==> src/rtl/tcs_pkg.sv <==
package tcs_pkg;
  localparam int BIT_DONE = 7;
  localparam int BIT_RPT  = 6;
  localparam int BIT_JAB  = 5;
  localparam int BIT_UND  = 4;
  localparam int BIT_COLL = 3;
  localparam int BIT_OVF  = 2;

  typedef struct packed {
    logic jabber;
    logic underrun;
    logic maxcoll;
    logic rpt_req;
  } evt_t;

  function automatic logic [7:0] make_entry(evt_t e);
    logic [7:0] b;
    b = '0;
    b[BIT_DONE] = 1'b1;
    b[BIT_RPT]  = e.rpt_req;
    b[BIT_JAB]  = e.jabber;
    b[BIT_UND]  = e.underrun;
    b[BIT_COLL] = e.maxcoll;
    return b;
  endfunction
endpackage

==> src/rtl/tcs_encode.sv <==
module tcs_encode
  import tcs_pkg::*;
(
  input  logic       valid_i,
  input  evt_t       evt_i,
  output logic       push_o,
  output logic       fatal_o,
  output logic [7:0] entry_o
);
  logic any_err;
  assign any_err = evt_i.jabber | evt_i.underrun | evt_i.maxcoll;
  assign push_o  = valid_i & (any_err | evt_i.rpt_req);
  assign fatal_o = valid_i & (evt_i.jabber | evt_i.underrun);
  assign entry_o = make_entry(evt_i);

  always_comb begin

    err_push_chk: assert (!(valid_i && any_err) || push_o);
  end
endmodule

==> src/rtl/tcs_lock.sv <==
module tcs_lock (
  input  logic clk_i,
  input  logic rst_ni,
  input  logic fatal_i,
  input  logic clr_i,
  output logic tx_en_o
);
  logic locked_q;

  always_ff @(posedge clk_i or negedge rst_ni) begin
    if (!rst_ni)      locked_q <= 1'b0;
    else if (clr_i)   locked_q <= 1'b0;
    else if (fatal_i) locked_q <= 1'b1;
  end

  assign tx_en_o = ~locked_q;


  fatal_lock_chk: assert property (@(posedge clk_i) disable iff (!rst_ni)
    (fatal_i && !clr_i) |=> !tx_en_o);

  lock_hold_chk: assert property (@(posedge clk_i) disable iff (!rst_ni)
    (!tx_en_o && !clr_i) |=> !tx_en_o);

  reset_unlock_chk: assert property (@(posedge clk_i) disable iff (!rst_ni)
    clr_i |=> tx_en_o);
endmodule

==> src/rtl/tcs_store.sv <==
module tcs_store
  import tcs_pkg::*;
#(
  parameter int DEPTH = 4
) (
  input  logic       clk_i,
  input  logic       rst_ni,
  input  logic       clr_i,
  input  logic       push_i,
  input  logic [7:0] data_i,
  input  logic       pop_i,
  output logic [7:0] top_o,
  output logic       empty_o
);
  localparam int PTR_W = (DEPTH > 1) ? $clog2(DEPTH) : 1;
  localparam int CNT_W = $clog2(DEPTH + 1);
  localparam logic [PTR_W-1:0] LAST = PTR_W'(DEPTH - 1);
  localparam logic [CNT_W-1:0] FULL = CNT_W'(DEPTH);

  logic [7:0]       mem_q [DEPTH];
  logic [PTR_W-1:0] rd_q, wr_q;
  logic [CNT_W-1:0] cnt_q;
  logic             do_pop, do_push, do_drop, full;

  assign full    = (cnt_q == FULL);
  assign empty_o = (cnt_q == '0);
  assign do_pop  = pop_i & ~empty_o;
  assign do_push = push_i & (~full | do_pop);
  assign do_drop = push_i & ~do_push;

  for (genvar g = 0; g < DEPTH; g++) begin : g_slot
    always_ff @(posedge clk_i or negedge rst_ni) begin
      if (!rst_ni) mem_q[g] <= '0;
      else if (!clr_i) begin
        if (do_push && wr_q == PTR_W'(g))      mem_q[g] <= data_i;
        else if (do_drop && rd_q == PTR_W'(g)) mem_q[g][BIT_OVF] <= 1'b1;
      end
    end
  end

  always_ff @(posedge clk_i or negedge rst_ni) begin
    if (!rst_ni) begin
      rd_q  <= '0;
      wr_q  <= '0;
      cnt_q <= '0;
    end else if (clr_i) begin
      rd_q  <= '0;
      wr_q  <= '0;
      cnt_q <= '0;
    end else begin
      if (do_pop)  rd_q <= (rd_q == LAST) ? '0 : rd_q + 1'b1;
      if (do_push) wr_q <= (wr_q == LAST) ? '0 : wr_q + 1'b1;
      if (do_push && !do_pop)      cnt_q <= cnt_q + 1'b1;
      else if (do_pop && !do_push) cnt_q <= cnt_q - 1'b1;
    end
  end

  assign top_o = empty_o ? 8'h00 : mem_q[rd_q];


  cnt_bound_chk: assert property (@(posedge clk_i) disable iff (!rst_ni)
    cnt_q <= FULL);

  drop_mark_chk: assert property (@(posedge clk_i) disable iff (!rst_ni)
    (push_i && full && !pop_i && !clr_i) |=> (top_o[BIT_OVF] && full));

  empty_pop_chk: assert property (@(posedge clk_i) disable iff (!rst_ni)
    (empty_o && pop_i && !push_i && !clr_i) |=> empty_o);

  clr_empty_chk: assert property (@(posedge clk_i) disable iff (!rst_ni)
    clr_i |=> empty_o);
endmodule

==> src/rtl/tx_cmpl_stack.sv <==
module tx_cmpl_stack
  import tcs_pkg::*;
#(
  parameter int DEPTH = 4
) (
  input  logic       clk_i,
  input  logic       rst_ni,
  input  logic       evt_valid_i,
  input  logic       evt_jabber_i,
  input  logic       evt_underrun_i,
  input  logic       evt_maxcoll_i,
  input  logic       evt_rpt_req_i,
  input  logic       pop_i,
  input  logic       tx_reset_i,
  output logic [7:0] top_o,
  output logic       irq_o,
  output logic       tx_en_o
);
  evt_t       evt;
  logic       push, fatal, empty;
  logic [7:0] entry;

  assign evt = '{jabber: evt_jabber_i, underrun: evt_underrun_i,
                 maxcoll: evt_maxcoll_i, rpt_req: evt_rpt_req_i};

  tcs_encode u_enc (
    .valid_i (evt_valid_i),
    .evt_i   (evt),
    .push_o  (push),
    .fatal_o (fatal),
    .entry_o (entry)
  );

  tcs_store #(.DEPTH(DEPTH)) u_store (
    .clk_i   (clk_i),
    .rst_ni  (rst_ni),
    .clr_i   (tx_reset_i),
    .push_i  (push),
    .data_i  (entry),
    .pop_i   (pop_i),
    .top_o   (top_o),
    .empty_o (empty)
  );

  tcs_lock u_lock (
    .clk_i   (clk_i),
    .rst_ni  (rst_ni),
    .fatal_i (fatal),
    .clr_i   (tx_reset_i),
    .tx_en_o (tx_en_o)
  );

  assign irq_o = ~empty;


  irq_match_chk: assert property (@(posedge clk_i) disable iff (!rst_ni)
    irq_o == top_o[BIT_DONE]);

  low_bits_chk: assert property (@(posedge clk_i) disable iff (!rst_ni)
    top_o[1:0] == 2'b00);
endmodule

==> config.mk <==
export PLATFORM = sky130hd
export DESIGN_NAME = tx_cmpl_stack
export DESIGN_NICKNAME = d
export VERILOG_FILES = /design/src/rtl/tcs_pkg.sv /design/src/rtl/tcs_encode.sv /design/src/rtl/tcs_lock.sv /design/src/rtl/tcs_store.sv /design/src/rtl/tx_cmpl_stack.sv
export SDC_FILE = /design/constraint.sdc
export NUM_CORES = 1
export LEC_CHECK = 0
export BUFFER_PORTS_ARGS = -buffer_cell sky130_fd_sc_hd__clkbuf_2
export CAP_MARGIN = 20
export CORE_ASPECT_RATIO = 1.1
export CORE_UTILIZATION = 46
export CTS_CLUSTER_SIZE = 28
export DETAILED_ROUTE_END_ITERATION = 10
export SETUP_SLACK_MARGIN = 0.1
export SYNTH_ARGS = -nofsm -noshare
export SYNTH_HDL_FRONTEND = slang
export SYNTH_HIERARCHICAL = 1
export SYNTH_SLANG_ARGS = --single-unit
==> constraint.sdc <==
create_clock -name clk_i -period 3.55 [get_ports clk_i]
set_input_delay 0.355 -clock clk_i [delete_from_list [all_inputs] [get_ports clk_i]]
set_output_delay 0.355 -clock clk_i [all_outputs]
set_load 0.05 [all_outputs]
### Yosys cells after proc, flatten, opt, wreduce, memory -nomap -nowiden

Cells that the tools add are included.
Widths: inputs -> output; s select.

* bits in registers: 32
* output and inout bits: 10
* logic and storage cells: 93

* $add $sub $neg: 4
* order comparisons: 1
* equality and inequality tests: 7
* muxes and demuxes: 23
* bitwise gates (word level): 15
* reduce and logical (&&, ||, !) cells: 31

Operators with widths (number)
* $mux 8: 3
* $bmux 8 s2: 1
* $reduce_and 2->1: 8
* $reduce_bool 2->1: 7
* $mux 2: 6
* $logic_and 1x1->1: 10
* $mux 1: 10
* $mux 3: 3
* $eq 2x2->1 const B: 4
* $and 1x1->1: 5
* $not 1->1: 5
* $add 2x1->2 const B: 2
* $eq 2x1->1 const B: 2
* $logic_not 2->1: 2
* $or 1x1->1: 4
* $add 3x1->3 const B: 1
* $eq 3x3->1 const B: 1
* $ge 3x3->1 const B: 1
* $logic_not 3->1: 1
* $not 2->3: 1
* $reduce_bool 3->1: 1
* $sub 3x1->3 const B: 1
* $logic_not 1->1: 2

### Longest topological paths before layout

Gate-level depths: netlist of run 1.

* depth in word-level cells: 10
* gate-level depth with buffers: 8
* mapped depth without buffers: 6

### By module

Netlist of run 1, hierarchy kept.

Modules (own cells, without submodules)
* tcs_store: times used 1, cells each 162, area each 2129.5 µm², sequential area each 975.9 µm²
* tcs_encode: times used 1, cells each 12, area each 86.3 µm², sequential area each 0.0 µm²
* tcs_lock: times used 1, cells each 3, area each 38.8 µm², sequential area each 25.0 µm²
* tx_cmpl_stack: times used 1, cells each 1, area each 3.8 µm², sequential area each 0.0 µm²

### Worst setup path before layout of run 1

Ideal clock, no wire load.

* path type: reg2reg
* start point: register u_store.cnt_q[1]
* end point: register u_store.cnt_q[1]
* arrival: 2157 ps
* slack: 1290 ps
* stages on the path, launching flop included: 9
* path buffers: 2
* period minus slack after synthesis: 2260 ps
* cells stage by stage: dfrtp_1 > buf_6 > or4b_4 > buf_6 > and3_1 > fa_1 > inv_1 > o2111ai_1 > a221oi_1

* longest elaborated chain between the ends: 8

RTL lines
* start, declared: line tcs_store.sv:22 `logic [CNT_W-1:0] cnt_q;`
* start signal, assigned: line tcs_store.sv:53 `if (do_push && !do_pop) cnt_q <= cnt_q + 1'b1;`
* start signal, assigned: line tcs_store.sv:54 `else if (do_pop && !do_push) cnt_q <= cnt_q - 1'b1;`
* $logic_not 3->1: line tcs_store.sv:26 `assign empty_o = (cnt_q == '0);`
* $not 1->1: line tcs_store.sv:27 `assign do_pop = pop_i & ~empty_o;`
* $and 1x1->1: line tcs_store.sv:27
* $or 1x1->1: line tcs_store.sv:28 `assign do_push = push_i & (~full | do_pop);`
* $and 1x1->1: line tcs_store.sv:28
* $logic_and 1x1->1 or $logic_not 1->1 (tied branches): line tcs_store.sv:53, tcs_store.sv:54
* $mux 3 or $logic_and 1x1->1 (tied branches): line tcs_store.sv:53, tcs_store.sv:54
* $mux 3 or $reduce_bool 3->1 (tied branches)

Several ways; a longest one is shown, not always the timed one. The select of a mux whose other input is x is not followed.
A chain may end at the register's enable or synchronous reset.

### Final worst setup path of run 1

* start point: register u_store.rd_q[0]
* end point: output port top_o[2]

* longest elaborated chain between the ends: 5

RTL lines
* start, declared: line tcs_store.sv:21 `logic [PTR_W-1:0] rd_q, wr_q;`
* start signal, assigned: line tcs_store.sv:51 `if (do_pop) rd_q <= (rd_q == LAST) ? '0 : rd_q + 1'b1;`
* $not 2->3 (implied by the code): line tcs_store.sv:58 `assign top_o = empty_o ? 8'h00 : mem_q[rd_q];`
* $bmux 8 s2: line tcs_store.sv:58
* $mux 8 (implied by the code) (2 in a row): line tcs_store.sv:58
* $mux 8: line tcs_store.sv:58
* end, declared: line tx_cmpl_stack.sv:15 `output logic [7:0] top_o,`

No other way between the ends. The select of a mux whose other input is x is not followed.

==> results.cfg, run 1 <==
[status]
outcome = complete, no violations

[routing]
wl_per_cell_um = 17.2
wl_um = 4230
vias = 1366
drc = 0
final_antenna_net_count = 0
drtIter0Drc = 75
routed_via_density = 5.55
drt_pass1_iterations = 4

[synth]
synthMuxAreaShare_pct = 24.9
ys.flop_type = dfrtp_1
async_reset_ff_share_pct = 100
yosys.area_share.simple_pct = 10.5
synth_compound_area_share_pct = 6.37
synth-edff-count = 0
syn_inst = 178
synth_top_family_by_area = multiplexers
synth_top_cell_area_share_pct = 44.3
synth_warnings = 6
synthDistinctLibCells = 44
ys_seq_area_share_pct = 44.3
yosysTopAreaCell = dfrtp_1
avgSynthCellArea_um2 = 12.7
synth_xor_area_share_pct = 0.776
yosysMostFrequentCell = dfrtp_1
synth_common_cells = dfrtp_1 (40), mux2_1 (17), inv_1 (11), nor2b_1 (10)
ys_ff_latch = 40
synth.cell_area_um2 = 2260
synth_fa_ha_area_share_pct = 5.32
yosys-top-cells-area = dfrtp_1 (44%), mux2_1 (8.5%), mux4_2 (8.0%), mux2_4 (4.7%), ha_1 (4.4%)

[job]
cap_violations = 0

[clocking]
clk_latency_ns = 0.29
clockBufferDepth = 2
postCtsResizedCells = 0
clkSinkCount = 40
cts_tree = done
numCtsBuffers = 5
htree_num_levels = 2
path_clk_slew_ns = 0.08
clockRootBuffer = clkbuf_8

[timing]
worstMarginPinSlew_ns = 0.702
period_share_pct = 68.2
slew_violations = 0
fin_skew_ns = 0.00485
relSlewSlack_pct = 53.2
setup_tns_ns = 0
rsz0062_at_grt = no
setup_violations = 0
max_freq_mhz = 413
finalCriticalPeriod_ns = 2.42
finalHoldViolations = 0

[global_route]
grt_overflow = 0
grt_max_degree = 41
grt_pass1_wl_um = 6680
antenna_found_initial = 0
grt_pass1_vias = 1337
grtUsageTotal_pct = 18.4

[placed_design]
routabilityCongestion = 0.737
dp_cells = 236
dp_hpwl_um = 2970
portBuffers = 18

[worst_setup_path]
r2r_slack_ns = 1.20
r2r-end = u_store/cnt_q[1]
r2r-start = u_store/cnt_q[1]
endpoint_kind = output port
reg2reg_depth = 6
slowest_stage = dfrtp_1
critPathKind = reg2out
cp_cell_sequence = mux4_2 -> nor2b_1 -> clkbuf_2
worstPathRequired_ns = 3.19
cpPeakStageDelay_ns = 0.80
critPathMaxFanout = 13
crit_start = u_store/rd_q[0]
crit_arrival_ns = 2.07
setup.worst_path.start_class = flop

[cells_and_area]
antennaDiodeCount = 0
drive_above_1_share_pct = 28.4
syn_to_final_growth_pct = 8.31
layout.cells.non_filler = 246
final_nets = 207

[power_and_ir_drop]
switching_share_pct = 38.8
p_seq_share_pct = 39.2
p_clk_share_pct = 19.8
peakVddDrop_uv = 270
p_leak_nw = 1.13
combPwrFrac_pct = 41.0
p_total_w = 0.00190
intPower_w = 0.00117
power.density_nw_per_um2 = 778
p_switching_w = 0.000737

[min_path]
holdCritPathClass = in2reg
min_path_cells = 2
holdCritStartpoint = evt_rpt_req_i
whs_endpoint = u_store/mem_q[30]

[floorplan]
dieArea_um2 = 5190
start_util_pct = 48.2
die_x_um = 68.8
ioPinCount = 19
die_h_um = 75.5
std_cell_rows = 26
core-area_um2 = 4680
## worst max path at each step
| stage | slack [ns] | cells after the start | to |
|---|---|---|---|
| 3_3_place_gp | 1.23 | 7 | u_store/cnt_q[1] |
| 3_5_place_dp | 1.14 | 5 | u_store/mem_q[4] |
| 6_report | 1.13 | 3 | top_o[2] |
| 5_1_grt | 1.01 | 3 | top_o[2] |
| 4_1_cts | 1.10 | 3 | top_o[2] |
| 2_1_floorplan | 1.29 | 8 | u_store/cnt_q[1] |
## critical path: cells and delay by family, from the launching register on
family        cells  cell delay, ns
buf+inv           1            0.23
mux               1            0.59
flops             1            0.80
simple gates      1            0.14
## layer usage
layer	wire, um	share of wire, %	global-route usage, %	up-vias
met2	2180	51	31.2	23
met1	1910	45	23.5	691
met4	42	0.99	5.44	0
li1	-	-	-	648
met5	0	0	0	-
met3	105	2.5	4.04	4
## power groups by stage
stage	Sequential, W	Clock, W	Combinational [W]
finish	0.000746	0.000376	0.000780
global route	0.000771	0.000406	0.000846
CTS	0.000746	0.000383	0.000786
detailed placement	0.000756	0	0.000784
global placement	0.000746	0	0.000766
floorplan	0.000672	0	0.000697
## layout by cell type (no fill, tap or decap), types with 2 or more instances in the layout
master / count
mux2_2: 4
mux2_1: 17
o21ai_0: 2
dfrtp_1: 40
a21oi_1: 3
nor2b_1: 10
mux2_4: 7
mux2i_1: 4
inv_1: 11
o2111ai_1: 2
ha_1: 8
o31ai_1: 2
nor2_1: 4
clkbuf_8: 5
clkbuf_2: 18
nand3_1: 3
xor2_1: 2
mux4_2: 8
conb_1: 4
and3_1: 2
nand3_2: 3
or3_1: 2
a31oi_1: 4
## area by class of cell
| cell class | instances | area (um^2) |
|---|---|---|
| Fill cell | 411 | 2240 |
| Timing Repair Buffer | 21 | 128 |
| Sequential cell | 40 | 1000 |
| Multi-Input combinational cell | 110 | 1090 |
| Clock inverter | 3 | 42.5 |
| Clock buffer | 5 | 68.8 |
| Tap cell | 56 | 70.1 |
| Inverter | 11 | 41.3 |
## stage by stage
stage / area [um^2] / util [%] / hold WS, ns / setup WS, ns
after global routing: 2450 / 52.2 / 0.362 / 1.01
final: 2450 / 52.2 / 0.356 / 1.13
after detailed placement: 2300 / 49.2 / 0.478 / 1.14
after CTS: 2420 / 51.6 / 0.255 / 1.10
after global placement: 2300 / 49.2 / 0.471 / 1.23
after floorplan: 2270 / - / 0.0594 / 1.29
## registers in the layout, summed over array words and instances (netlist names)
name	cells
u_store/wr_q	2
u_store/cnt_q	3
u_store/rd_q	2
u_store/mem_q	32
u_lock/locked_q	1
## logic make-up after synthesis
group           Yosys count
xor+xnor                  2
compound gates           20
buf+inv                  30
simple gates             35
other cells               2
flops                    40
fa+ha+maj                 9
mux                      40
## what timing repair did
item | in CTS | in global routing
setup buffers | 0 | 0
hold endpoints to repair | 0 | 3
hold buffers | 0 | 1
Note: power is estimated with default switching activity, not from simulation.
==> inputs of run 2 (changes only) <==
clock period = 2.4 ns   (was 3.55 ns; I/O delays follow)
==> run 2 against run 1 <==
Critical endpoint is now u_store/cnt_q[1]. First-iteration DRC count fell by 32%. Final area up 0.51%. Worst hold slack worse by 0.12 ns. Die area stayed put. Worst setup slack got worse by 0.94 ns. Register-to-register slack worse by 1.0 ns.
==> results.cfg, run 2 (synthesized netlist as in run 1, its figures left out) <==
[min_path]
holdCritStartpoint = evt_rpt_req_i
holdCritPathClass = in2reg
whs_endpoint = u_store/mem_q[30]
min_path_cells = 2

[clocking]
htree_num_levels = 2
numCtsBuffers = 5
clk_latency_ns = 0.29
path_clk_slew_ns = 0.07
clockRootBuffer = clkbuf_8
clockBufferDepth = 2
cts_tree = done
clkSinkCount = 40

[routing]
wl_per_cell_um = 17.2
drc = 0
final_antenna_net_count = 0
drtIter0Drc = 51
vias = 1388
routed_via_density = 5.55
wl_um = 4310
drt_pass1_iterations = 4

[worst_setup_path]
slowest_stage = or4b_4
endpoint_kind = flop
path_buf_inv = 1
crit_arrival_ns = 2.40
cp_top_family = simple AND/OR/NAND/NOR gates
cpPeakStageDelay_ns = 0.54
r2r-start = u_store/cnt_q[0]
setup.worst_path.start_class = flop
critPathMaxFanout = 2
worstPathRequired_ns = 2.59
r2r_slack_ns = 0.19
cp_cell_sequence = or4b_4 -> and3_1 -> fa_1 -> inv_1 -> o2111ai_1 -> a221oi_2
critPathKind = reg2reg
crit_start = u_store/cnt_q[0]
r2r-end = u_store/cnt_q[1]
reg2reg_depth = 6

[timing]
setup_violations = 0
max_freq_mhz = 452
period_share_pct = 92.1
setup_tns_ns = 0
relSlewSlack_pct = 56.7
finalCriticalPeriod_ns = 2.21
fin_skew_ns = 0.00429
slew_violations = 0
finalHoldViolations = 0
rsz0062_at_grt = no
worstMarginPinSlew_ns = 0.648

[cells_and_area]
final_cell_mix = dfrtp_1 (38), clkbuf_2 (18), mux2_1 (17)
final_common_cell = dfrtp_1
largest_reg_flops = 32
largest_register = u_store/mem_q
reg.largest.list = u_store/mem_q: 32 flops, u_store/cnt_q: 3 flops
syn_to_final_growth_pct = 8.86
antennaDiodeCount = 0
drive_above_1_share_pct = 30.9
post-route-util_pct = 52.5
final_nets = 212
final_area_um2 = 2460
layout.cells.non_filler = 250

[placed_design]
dp_hpwl_um = 2990
placed_area_um2 = 2330
portBuffers = 18
dp_cells = 240
routabilityCongestion = 0.754

[global_route]
antenna_found_initial = 0
grt_overflow = 0
grtUsageTotal_pct = 18.7
grt_pass1_wl_um = 6770
grt_max_degree = 41
grt_pass1_vias = 1387

[power_and_ir_drop]
peakVddDrop_uv = 353
power.density_nw_per_um2 = 1110
p_total_w = 0.00272
p_leak_nw = 1.14

[floorplan]
dieArea_um2 = 5190
std_cell_rows = 26
start_util_pct = 48.2
die_x_um = 68.8
core-area_um2 = 4680
die_h_um = 75.5
ioPinCount = 19

[job]
cap_violations = 0

[status]
outcome = complete, no violations
-- run 2: cell types whose count changed in the layout (fill, tap and decap cells not counted), sizes merged --
cell / previous run / this run
clkinvlp: 1 / 0
clkbuf: 23 / 24
buf: 2 / 7
bufinv: 1 / 0
-- run 2: area by class of cell --
cell class	count	area, um^2
Fill cell	432	2230
Timing Repair Buffer	26	165
Clock buffer	6	72.6
Sequential cell	40	1000
Inverter	11	41.3
Multi-Input combinational cell	110	1100
Clock inverter	1	5.00
Tap cell	56	70.1
-- run 2: metrics by stage --
step | hold slack, ns | setup WS, ns
finish | 0.237 | 0.189
global route | 0.242 | 0.105
CTS | 0.144 | 0.104
detailed placement | 0.457 | 0.0941
global placement | 0.426 | 0.254
floorplan | -0.0556 | 0.140
-- run 2: metal layers --
layer | wire length (um) | share of wire, % | track usage, % | up-vias
li1 | - | - | - | 651
met1 | 1820 | 42 | 22.3 | 700
met2 | 2260 | 53 | 32.5 | 32
met3 | 157 | 3.6 | 4.49 | 5
met4 | 61 | 1.4 | 7.03 | 0
met5 | 0 | 0 | 0 | -
-- run 2: what timing repair did --
item,CTS,global route
hold endpoints to repair,0,40
pin swaps,0,2
resized for setup,1,2
hold buffers,0,1
gates cloned,0,0
endpoints found under the setup margin,1,9
buffers inserted,0,1
-- run 2: worst max-delay path by stage --
stage,end,slack (ns),depth (start not counted)
after global routing,u_store/cnt_q[1],0.11,7
final,u_store/cnt_q[1],0.19,6
after detailed placement,u_store/cnt_q[1],0.09,6
after floorplan,u_store/cnt_q[1],0.14,8
after global placement,u_store/cnt_q[1],0.25,6
after CTS,top_o[2],0.10,3
-- run 2: worst register-to-register path, cell delays in order (launching register included) --
cell and delay [ns]:
dfrtp_1 0.39, or4b_4 0.54, and3_1 0.20, fa_1 0.47, inv_1 0.10, o2111ai_1 0.14
a221oi_2 0.28
-- run 2: power breakdown --
part | internal (W) | switching (W) | total [W]
registers | 0.000906 | 0.000177 | 0.00108
logic | 0.000542 | 0.000679 | 0.00122
clock network | 0.000198 | 0.000218 | 0.000415
total | 0.00165 | 0.00107 | 0.00272
